## config.mk

```make
export PLATFORM = sky130hd
export DESIGN_NAME = ab_prefetch_filter
export DESIGN_NICKNAME = d
export VERILOG_FILES = /design/src/rtl/ab_pkg.sv /design/src/rtl/ab_main_dir.sv /design/src/rtl/ab_assist_buf.sv /design/src/rtl/ab_prefetch_filter.sv
export SDC_FILE = /design/constraint.sdc
export NUM_CORES = 1
export LEC_CHECK = 0
export BUFFER_PORTS_ARGS = -buffer_cell sky130_fd_sc_hd__buf_2
export CAP_MARGIN = 20
export CELL_PAD_IN_SITES_DETAIL_PLACEMENT = 1
export CELL_PAD_IN_SITES_GLOBAL_PLACEMENT = 2
export CORE_MARGIN = 2
export CORE_UTILIZATION = 44
export DETAILED_ROUTE_END_ITERATION = 12
export HOLD_SLACK_MARGIN = 0.02
export PLACE_DENSITY = 0.78
export SLEW_MARGIN = 10
export SYNTH_ARGS = -nofsm -noshare
export SYNTH_HDL_FRONTEND = slang
export SYNTH_HIERARCHICAL = 1
export SYNTH_SLANG_ARGS = --single-unit
```

## constraint.sdc

```tcl
create_clock -name clk -period 5.68 [get_ports clk]
set_clock_uncertainty 0.2 [all_clocks]
set_input_delay 0.568 -clock clk [delete_from_list [all_inputs] [get_ports clk]]
set_output_delay 0.568 -clock clk [all_outputs]
set_load 0.03 [all_outputs]
```

## src/rtl/ab_pkg.sv

```systemverilog
// Package: shared selection type for the assist-buffer controller.
// Assumes: nothing beyond the standard types.
package ab_pkg;

    // Source of the single insert allowed per cycle.
    typedef enum logic [1:0] {
        INS_NONE = 2'd0,
        INS_FILL = 2'd1,
        INS_PREF = 2'd2
    } ins_src_e;

endpackage

```

## src/rtl/ab_main_dir.sv

```systemverilog
// Module: tag directory of the direct-mapped main cache.
// Two combinational read ports (one for lookups, one for the insert
// presence check) and one write port used only by promotion.
// Assumes: the caller keeps every block in at most one structure.
module ab_main_dir #(
    parameter int SETS  = 16,
    parameter int IDX_W = 4,
    parameter int TAG_W = 8
) (
    input  logic             clk,
    input  logic             rst_n,
    input  logic [IDX_W-1:0] ra_idx,
    output logic             ra_valid,
    output logic [TAG_W-1:0] ra_tag,
    input  logic [IDX_W-1:0] rb_idx,
    output logic             rb_valid,
    output logic [TAG_W-1:0] rb_tag,
    input  logic             wr_en,
    input  logic [IDX_W-1:0] wr_idx,
    input  logic [TAG_W-1:0] wr_tag
);

    logic [SETS-1:0]  set_vld;
    logic [TAG_W-1:0] set_tag [SETS];

    // Read ports: plain indexed reads.
    always_comb begin
        ra_valid = set_vld[ra_idx];
        ra_tag   = set_tag[ra_idx];
        rb_valid = set_vld[rb_idx];
        rb_tag   = set_tag[rb_idx];
    end

    // Storage: cleared on reset, written by promotion only.
    always_ff @(posedge clk) begin
        if (!rst_n) begin
            set_vld <= '0;
            for (int s = 0; s < SETS; s++) set_tag[s] <= '0;
        end else if (wr_en) begin
            set_vld[wr_idx] <= 1'b1;
            set_tag[wr_idx] <= wr_tag;
        end
    end

    // a promotion is visible in its set on the next cycle.
    a_r5_promote_lands: assert property (@(posedge clk) disable iff (!rst_n)
        wr_en |=> (set_vld[$past(wr_idx)] && set_tag[$past(wr_idx)] == $past(wr_tag)));

    // without a promotion the main cache keeps its contents.
    a_r8_main_hold: assert property (@(posedge clk) disable iff (!rst_n)
        !wr_en |=> $stable(set_vld));

endmodule

```

## src/rtl/ab_assist_buf.sv

```systemverilog
// Module: fully associative assist buffer with a FIFO write pointer.
// One lookup comparator bank and one presence-check bank. A swap port
// rewrites a single slot for promotion. An insert port writes at the
// pointer and advances it. The insert is applied after the swap, so on
// a shared slot the insert wins.
// Assumes: the caller only raises ins_en for addresses that are absent.
module ab_assist_buf #(
    parameter int DEPTH  = 4,
    parameter int ADDR_W = 12,
    parameter int SLOT_W = 2
) (
    input  logic              clk,
    input  logic              rst_n,
    input  logic [ADDR_W-1:0] lk_addr,
    output logic              lk_hit,
    output logic [SLOT_W-1:0] lk_slot,
    input  logic [ADDR_W-1:0] chk_addr,
    output logic              chk_present,
    input  logic              sw_en,
    input  logic [SLOT_W-1:0] sw_slot,
    input  logic              sw_valid,
    input  logic [ADDR_W-1:0] sw_addr,
    input  logic              ins_en,
    input  logic [ADDR_W-1:0] ins_addr
);

    logic [DEPTH-1:0]  ent_vld;
    logic [ADDR_W-1:0] ent_addr [DEPTH];
    logic [SLOT_W-1:0] wptr;
    logic [SLOT_W-1:0] wptr_nxt;
    logic [DEPTH-1:0]  lk_match;
    logic [DEPTH-1:0]  chk_match;

    // Comparator banks, one pair per slot.
    for (genvar g = 0; g < DEPTH; g++) begin : g_cmp
        assign lk_match[g]  = ent_vld[g] && (ent_addr[g] == lk_addr);
        assign chk_match[g] = ent_vld[g] && (ent_addr[g] == chk_addr);
    end

    // Encode the matching lookup slot (entries are unique).
    always_comb begin
        lk_slot = '0;
        for (int i = 0; i < DEPTH; i++)
            if (lk_match[i]) lk_slot = SLOT_W'(i);
    end

    assign lk_hit      = |lk_match;
    assign chk_present = |chk_match;

    // Pointer successor with a wrap that also suits depths that are not powers of two.
    always_comb begin
        if (wptr == SLOT_W'(DEPTH - 1)) wptr_nxt = '0;
        else                            wptr_nxt = wptr + 1'b1;
    end

    // Slot storage: swap first, insert second (later write wins).
    always_ff @(posedge clk) begin
        if (!rst_n) begin
            ent_vld <= '0;
            wptr    <= '0;
            for (int i = 0; i < DEPTH; i++) ent_addr[i] <= '0;
        end else begin
            if (sw_en) begin
                ent_vld[sw_slot]  <= sw_valid;
                ent_addr[sw_slot] <= sw_addr;
            end
            if (ins_en) begin
                ent_vld[wptr]  <= 1'b1;
                ent_addr[wptr] <= ins_addr;
                wptr           <= wptr_nxt;
            end
        end
    end

    // no block is ever held twice, so at most one slot matches.
    a_r9_unique_lookup: assert property (@(posedge clk) disable iff (!rst_n)
        $onehot0(lk_match));
    a_r9_unique_check: assert property (@(posedge clk) disable iff (!rst_n)
        $onehot0(chk_match));

    // an insert occupies the slot the pointer named.
    a_r3_insert_lands: assert property (@(posedge clk) disable iff (!rst_n)
        ins_en |=> (ent_vld[$past(wptr)] && ent_addr[$past(wptr)] == $past(ins_addr)));

    // the pointer stays inside the buffer.
    a_r8_ptr_range: assert property (@(posedge clk) disable iff (!rst_n)
        int'(wptr) < DEPTH);

    // a swap carrying nothing back frees its slot unless an insert reuses it.
    a_r7_swap_frees: assert property (@(posedge clk) disable iff (!rst_n)
        (sw_en && !sw_valid && !(ins_en && wptr == sw_slot)) |=> !ent_vld[$past(sw_slot)]);

endmodule

```

## src/rtl/ab_prefetch_filter.sv

```systemverilog
// Module: top-level lookup and placement controller. It probes the main
// directory and the assist buffer in parallel, drives promotion swaps,
// chooses the one insert per cycle (fill before prefetch) and drops
// inserts whose block is already held.
// Assumes: addresses are block addresses; the low IDX_W bits select the set.
module ab_prefetch_filter #(
    parameter int ADDR_W    = 12,
    parameter int MAIN_SETS = 16,
    parameter int AB_DEPTH  = 4
) (
    input  logic              clk,
    input  logic              rst_n,
    input  logic              lk_valid,
    input  logic [ADDR_W-1:0] lk_addr,
    input  logic              pf_valid,
    input  logic [ADDR_W-1:0] pf_addr,
    input  logic              fill_valid,
    input  logic [ADDR_W-1:0] fill_addr,
    output logic              main_hit,
    output logic              assist_hit,
    output logic              fill_req,
    output logic [ADDR_W-1:0] fill_req_addr
);
    import ab_pkg::*;

    localparam int IDX_W  = $clog2(MAIN_SETS);
    localparam int TAG_W  = ADDR_W - IDX_W;
    localparam int SLOT_W = $clog2(AB_DEPTH);

    logic [IDX_W-1:0]  lk_idx;
    logic [TAG_W-1:0]  lk_tag;
    logic              dir_a_vld;
    logic [TAG_W-1:0]  dir_a_tag;
    logic              dir_b_vld;
    logic [TAG_W-1:0]  dir_b_tag;
    logic              dir_hit_raw;
    logic              ab_hit_raw;
    logic [SLOT_W-1:0] ab_slot;
    logic              ab_present;
    logic              promote;
    ins_src_e          ins_src;
    logic [ADDR_W-1:0] ins_addr;
    logic              ins_present;
    logic              ins_en;

    assign lk_idx = lk_addr[IDX_W-1:0];
    assign lk_tag = lk_addr[ADDR_W-1:IDX_W];

    // Pick the single insert candidate: fill outranks prefetch.
    always_comb begin
        if (fill_valid)    ins_src = INS_FILL;
        else if (pf_valid) ins_src = INS_PREF;
        else               ins_src = INS_NONE;
        case (ins_src)
            INS_FILL: ins_addr = fill_addr;
            INS_PREF: ins_addr = pf_addr;
            default:  ins_addr = '0;
        endcase
    end

    ab_main_dir #(
        .SETS  (MAIN_SETS),
        .IDX_W (IDX_W),
        .TAG_W (TAG_W)
    ) u_dir (
        .clk      (clk),
        .rst_n    (rst_n),
        .ra_idx   (lk_idx),
        .ra_valid (dir_a_vld),
        .ra_tag   (dir_a_tag),
        .rb_idx   (ins_addr[IDX_W-1:0]),
        .rb_valid (dir_b_vld),
        .rb_tag   (dir_b_tag),
        .wr_en    (promote),
        .wr_idx   (lk_idx),
        .wr_tag   (lk_tag)
    );

    ab_assist_buf #(
        .DEPTH  (AB_DEPTH),
        .ADDR_W (ADDR_W),
        .SLOT_W (SLOT_W)
    ) u_ab (
        .clk         (clk),
        .rst_n       (rst_n),
        .lk_addr     (lk_addr),
        .lk_hit      (ab_hit_raw),
        .lk_slot     (ab_slot),
        .chk_addr    (ins_addr),
        .chk_present (ab_present),
        .sw_en       (promote),
        .sw_slot     (ab_slot),
        .sw_valid    (dir_a_vld),
        .sw_addr     ({dir_a_tag, lk_idx}),
        .ins_en      (ins_en),
        .ins_addr    (ins_addr)
    );

    // Lookup outcome from the two parallel probes.
    always_comb begin
        dir_hit_raw   = dir_a_vld && (dir_a_tag == lk_tag);
        main_hit      = lk_valid && dir_hit_raw;
        assist_hit    = lk_valid && !dir_hit_raw && ab_hit_raw;
        fill_req      = lk_valid && !dir_hit_raw && !ab_hit_raw;
        fill_req_addr = fill_req ? lk_addr : '0;
        promote       = assist_hit;
    end

    // Insert gating: drop a candidate that either structure already holds.
    always_comb begin
        ins_present = ab_present ||
                      (dir_b_vld && dir_b_tag == ins_addr[ADDR_W-1:IDX_W]);
        ins_en      = (ins_src != INS_NONE) && !ins_present;
    end

    // the two structures never hold the same block.
    a_r6_exclusive: assert property (@(posedge clk) disable iff (!rst_n)
        !(dir_hit_raw && ab_hit_raw));

    // with no lookup, no lookup outcome is reported.
    a_r12_quiet_idle: assert property (@(posedge clk) disable iff (!rst_n)
        !lk_valid |-> (!main_hit && !assist_hit && !fill_req));

endmodule

```

==> results of run 1 <==
-- power by group --
| group | internal [W] | switching, W |
|---|---|---|
| clock | 0.000665 | 0.000686 |
| sequential | 0.00164 | 0.0000458 |
| combinational | 0.000221 | 0.000320 |
-- stage by stage --
stage	power, W	util, %	setup WS (ps)	hold WS (ps)
6_report	0.00358	49.3	648	291
5_1_grt	0.00369	49.3	307	306
4_1_cts	0.00360	49.3	732	291
3_5_place_dp	0.00226	46.9	271	268
3_3_place_gp	0.00225	46.8	360	247
2_1_floorplan	0.00206	-	989	232
-- placed cells by master (no fill, tap or decap), drive strengths merged, types with 21 or more instances in the layout --
cell type / Yosys / final
nand2: 103 / 103
nor2: 21 / 21
xnor2: 102 / 102
and2: 144 / 144
mux4: 72 / 72
dfxtp: 22 / 22
buf: 29 / 98
edfxtp: 176 / 176
a22oi: 37 / 37
o21ai: 69 / 69
-- flip-flops by register name (all words and copies together) (netlist names) --
register	cells
u_dir/set_tag	128
u_dir/set_vld	16
u_ab/wptr	2
u_ab/ent_addr	48
u_ab/ent_vld	4
-- path summary, 6_finish.rpt --
path	from	to	slack, ps	cells after the start
setup / recovery	pf_valid	u_ab/ent_addr[0][5]	650	16
hold / removal	u_dir/set_vld[10]	u_dir/set_vld[10]	290	1
setup reg to reg	u_dir/set_tag[8][3]	u_dir/set_tag[10][5]	1160	11
hold reg to reg	u_dir/set_vld[10]	u_dir/set_vld[10]	290	1
-- kinds of logic after synthesis --
group | after synthesis | share of synthesized area [%]
and+or+nand+nor | 346 | 16.0
muxes | 78 | 15.3
adders and majority gates | 4 | 0.422
DFF | 198 | 48.2
buffers and inverters | 76 | 3.98
xor gates and xnor gates | 111 | 8.32
AOI/OAI and AO/OA | 140 | 7.72
-- layout make-up --
type	instances	area [um^2]
clock buffer	17	425
fill	2755	13500
clock inverter	15	234
tap	341	427
multi-input combinational	679	5670
sequential	198	5730
timing repair buffer	99	678
inverter	8	30.0
-- metal layers --
metal	vias up	share of wire, %	GRT usage, %
met5	-	0	0
met4	0	2.1	8.02
met3	46	6.1	4.16
met2	320	47	45.0
met1	4310	45	40.0
li1	3649	-	-
==> run_results.csv, run 1 <==
group,metric,value,unit
final_layout,final_cells,1357,
drt,firstDrtPassIters,5,
sta,slew-limit-headroom,36.0,%
yosys,synth_edf_count,176,
yosys,ys_warn_count,6,
yosys,syn_area_per_cell,12.5,um^2
final_layout,n_antenna_cell,0,
floorplan,rows,60,
yosys,synth_cell_type_count,54,
worst_setup_path,crit_fanout,19,
yosys,ys_seq_area_share,48.2,%
cts,h-tree-depth,4,
cts,path_clk_slew,80,ps
final_layout,final_nets,1048,
place,dpl_cell_area,12500,um^2
sta,max_clock_freq,199,MHz
cts,post_cts_resized,0,
worst_setup_path,worstSetupPathType,"in -> reg",
final_layout,fin_area,13200,um^2
yosys,synthCells,953,
floorplan,die-width,168,um
floorplan,io_pins,56,
drt,drtAntennaViolNets,0,
final_layout,synthToLayoutAreaGrowth,11.1,%
worst_setup_path,cpMaxStageDelayCell,"a211oi_2",
drt,drt-initial-drc-count,886,
yosys,ys_ff_latch,198,
cts,cts_hold_buf,0,
sta,worst_pin_slew,957,ps
final_layout,drive_above_1_share,18.7,%
cts,tritoncts,"yes",
worst_setup_path,path_common_cell,"o21ai_0",
yosys,synthFlopType,"edfxtp_1",
grt,grt_max_degree,50,
place,dp_hpwl,28.0,mm
worst_setup_path,required,5660,ps
power_and_ir_drop,p_per_area,272,nW/um^2
sta,post-route-period-util,88.6,%
sta,setup_violations,0,
outcome,status,"complete, no violations",
yosys,synth.area.top_cells,"edfxtp_1, mux4_1, and2_1",
yosys,yosysMostFrequentCell,"edfxtp_1",
drt,drt-total-wl,38.9,mm
cts,cts.sinks,198,
worst_setup_path,cp-start-kind,"input pin",
grt,grt-ovfl-total,0,
place,gp_congestion,0.868,
sta,rsz0062_at_grt,"false",
floorplan,die_h,168,um
yosys,synthArstFlopShare,0,%
yosys,synth.cell_area,11900,um^2
drt,drc_errors,0,
sta,setup-tns-final,0,ps
cts,cts_inserted_buffers,17,
grt,grt_pass1_wl,57.2,mm
yosys,synth_top_area_share,44.5,%
yosys,syn_nets,998,
floorplan,core,26700,um^2
worst_setup_path,path_delay_family,"compound AO/OA/AOI/OAI gates",
run,maxCapViolCount,0,
sta,drv_slew,0,
yosys,synth_largest_area_cell,"edfxtp_1",
worst_setup_path,crit_path_max_incr_delay,620,ps
grt,antenna_found_initial,1,
place,port_buffers,55,
worst_setup_path,cp_cell_sequence,"buf_2 > nor2b_4 > a22o_2 > buf_12 > mux4_1 > a22oi_1 > nand2_1 > nand3_1 > o21ai_0 > a211o_2 > and4_2 > a211oi_2 > and3_1 > buf_4 > nand2b_1 > o21ai_0",
grt,grt_usage,28.1,%
cts,clk_latency,460,ps
power_and_ir_drop,ir_drop,0.165,mV
sta,hold_viol,0,
drt,via_per_inst,6.13,
yosys,yosys-top-cells-count,"edfxtp_1, and2_1, nand2_1",
grt,grt_pass1_vias,8293,
place,dp.cells,1324,
cts,clk_path_buf_depth,2,
floorplan,initial_core_util,44.4,%
drt,wl_per_cell,28.6,um
power_and_ir_drop,p_leak,4.95,nW
worst_setup_path,path_buf_inv,3,
worst_setup_path,cp.arrival,5020,ps
floorplan,die-area,28300,um^2
cts,post_cts_buffers,0,
worst_setup_path,cp-end-kind,"register",
sta,period_needed,5030,ps
min_path,hold_path.class,"reg -> reg",
drt,vias,8325,
cts,clockRootBuffer,"clkbuf_16",
Note: power is estimated with default switching activity, not from simulation.
==> inputs of run 2 (changes only) <==
==> constraint.sdc (replaced) <==
create_clock -name clk -period 5.68 [get_ports clk]
set_clock_uncertainty 0.2 [all_clocks]
set_input_delay 0 -clock clk [delete_from_list [all_inputs] [get_ports clk]]
set_output_delay 0 -clock clk [all_outputs]
set_load 0.03 [all_outputs]
==> run 2 against run 1 <==
  * Clock-buffer cell count up 1
  * Die area unchanged
  * Setup slack better by 460 ps
==> run_results.csv, run 2 (synthesized netlist as in run 1, its figures left out) <==
group,metric,value,unit
sta,worst_slack,1110,ps
final_layout,final_cells,1353,
worst_setup_path,required,5550,ps
worst_setup_path,critPathLaunch,"fill_valid",
worst_setup_path,crit_fanout,22,
cts,cts_inserted_buffers,17,
sta,setup-tns-final,0,ps
grt,grt_util_met1,40.7,%
final_layout,fillers,2730,
worst_setup_path,worstSetupPathType,"in -> reg",
cts,clk_latency,450,ps
drt,via_per_inst,6.18,
floorplan,io_pins,56,
place,gp_congestion,0.857,
place,dp.cells,1312,
final_layout,largest_register_ffs,128,
drt,firstDrtPassIters,5,
drt,vias,8364,
drt,drc_errors,0,
sta,worst_pin_slew,865,ps
cts,cts.sinks,198,
power_and_ir_drop,power.total,0.00344,W
power_and_ir_drop,p_leak,4.87,nW
cts,clockRootBuffer,"clkbuf_16",
run,maxCapViolCount,0,
final_layout,layout_common_cells,"edfxtp_1, and2_1, nand2_1",
min_path,hold_depth,5,
grt,use_met3,3.10,%
min_path,hold_start,"fill_addr[7]",
min_path,hold_path.class,"in -> reg",
floorplan,core,26700,um^2
worst_setup_path,cp.arrival,4430,ps
floorplan,initial_core_util,44.4,%
final_layout,top_register,"u_dir/set_tag",
place,dpl_cell_area,12400,um^2
worst_setup_path,cp-start-kind,"input pin",
grt,grt_max_degree,42,
floorplan,die-width,168,um
worst_setup_path,reg2regPathDepth,12,
outcome,status,"complete, no violations",
grt,grt_busiest_layer,"met2",
floorplan,die-area,28300,um^2
drt,drtAntennaViolNets,0,
sta,rsz0062_at_grt,"false",
sta,hold_viol,0,
worst_setup_path,r2r-start,"u_dir/set_tag[2][1]",
final_layout,synthToLayoutAreaGrowth,9.77,%
final_layout,layout_commonest_cell,"edfxtp_1",
cts,path_clk_slew,70,ps
floorplan,rows,60,
power_and_ir_drop,p_per_area,264,nW/um^2
grt,grt-ovfl-total,0,
grt,grt_pass1_wl,57.5,mm
sta,slew-limit-headroom,41.8,%
final_layout,final_nets,1043,
sta,drv_slew,0,
grt,antenna_found_initial,0,
cts,tritoncts,"yes",
cts,clk_path_buf_depth,2,
final_layout,fin_area,13000,um^2
worst_setup_path,cp-end-kind,"register",
drt,drt-initial-drc-count,988,
grt,grt_pass1_vias,8270,
grt,grt_usage,28.2,%
drt,wl_per_cell,28.9,um
cts,post_cts_resized,0,
sta,period_needed,4570,ps
place,port_buffers,55,
final_layout,drive_above_1_share,18.0,%
floorplan,die_h,168,um
place,dp_slack,709,ps
final_layout,largest_registers,"u_dir/set_tag: 128 flops, u_ab/ent_addr: 48 flops, u_dir/set_vld: 16 flops",
sta,post-route-period-util,80.4,%
drt,drt-total-wl,39.2,mm
sta,setup_violations,0,
cts,h-tree-depth,4,
place,dp_hpwl,28.1,mm
grt,grt_use_met2,45.3,%
power_and_ir_drop,ir_drop,0.155,mV
sta,max_clock_freq,219,MHz
-- run 2: cell types whose count changed in the layout (fill, tap and decap cells not counted), moves of 2 or more --
cell and delta:
inv_6 +4, clkinv_8 -2, o21ai_0 -2, clkinv_4 +2, buf_2 +3, buf_12 -3
clkbuf_2 +3, dlygate4sd3_1 +2, inv_12 -4, o21ai_1 +2, buf_4 -10
-- run 2: what timing repair did --
item / CTS / global route
hold buffers: 2 / 0
setup buffers: 0 / 0
hold endpoints to repair: 15 / 0
setup endpoints to repair: 0 / 0
-- run 2: final timing paths --
check	end	slack, ps
min	u_ab/ent_addr[0][7]	60
max reg2reg	u_ab/ent_addr[0][3]	1460
min reg2reg	u_dir/set_vld[14]	290
max	u_ab/ent_addr[0][3]	1110
-- run 2: report_power, final --
group / switching [W] / internal (W) / leakage [nW]
sequential: 0.0000476 / 0.00164 / 2.00
clock: 0.000623 / 0.000593 / 0.286
combinational: 0.000318 / 0.000214 / 2.59
total: 0.000989 / 0.00245 / 4.87
-- run 2: routing by layer --
metal	up-vias	wire length [um]
met3	52	2340
met2	364	18400
met1	4313	17600
met4	0	873
li1	3635	-
met5	-	0
-- run 2: metrics by stage --
step,utilization (%),hold slack (ps)
2_1_floorplan,-,-1.85
3_3_place_gp,46.4,260
3_5_place_dp,46.4,270
4_1_cts,48.6,29.5
5_1_grt,48.7,61.0
6_report,48.7,56.4
-- run 2: final cells by class --
| type | instances | area (um^2) | area share (%) |
|---|---|---|---|
| repair buffers | 94 | 593 | 4.55 |
| well taps | 341 | 427 | 3.28 |
| multi-input cells | 679 | 5670 | 43.5 |
| clock buffers | 18 | 429 | 3.29 |
| inverters | 8 | 30.0 | 0.231 |
| flip-flops and latches | 198 | 5730 | 44.0 |
| clock inverters | 14 | 150 | 1.15 |
| diodes | 1 | 2.50 | 0.0192 |
-- run 2: worst max-delay path, cell delays in order --
cell,delay (ps)
buf_2,230
nor2b_4,260
a22o_2,530
buf_4,320
mux4_1,570
a22oi_1,410
nand2_1,180
nor2b_1,180
o21a_1,130
o221ai_1,100
and4_2,250
a211oi_2,230
buf_4,210
and3_1,150
buf_4,180
nand3b_1,490
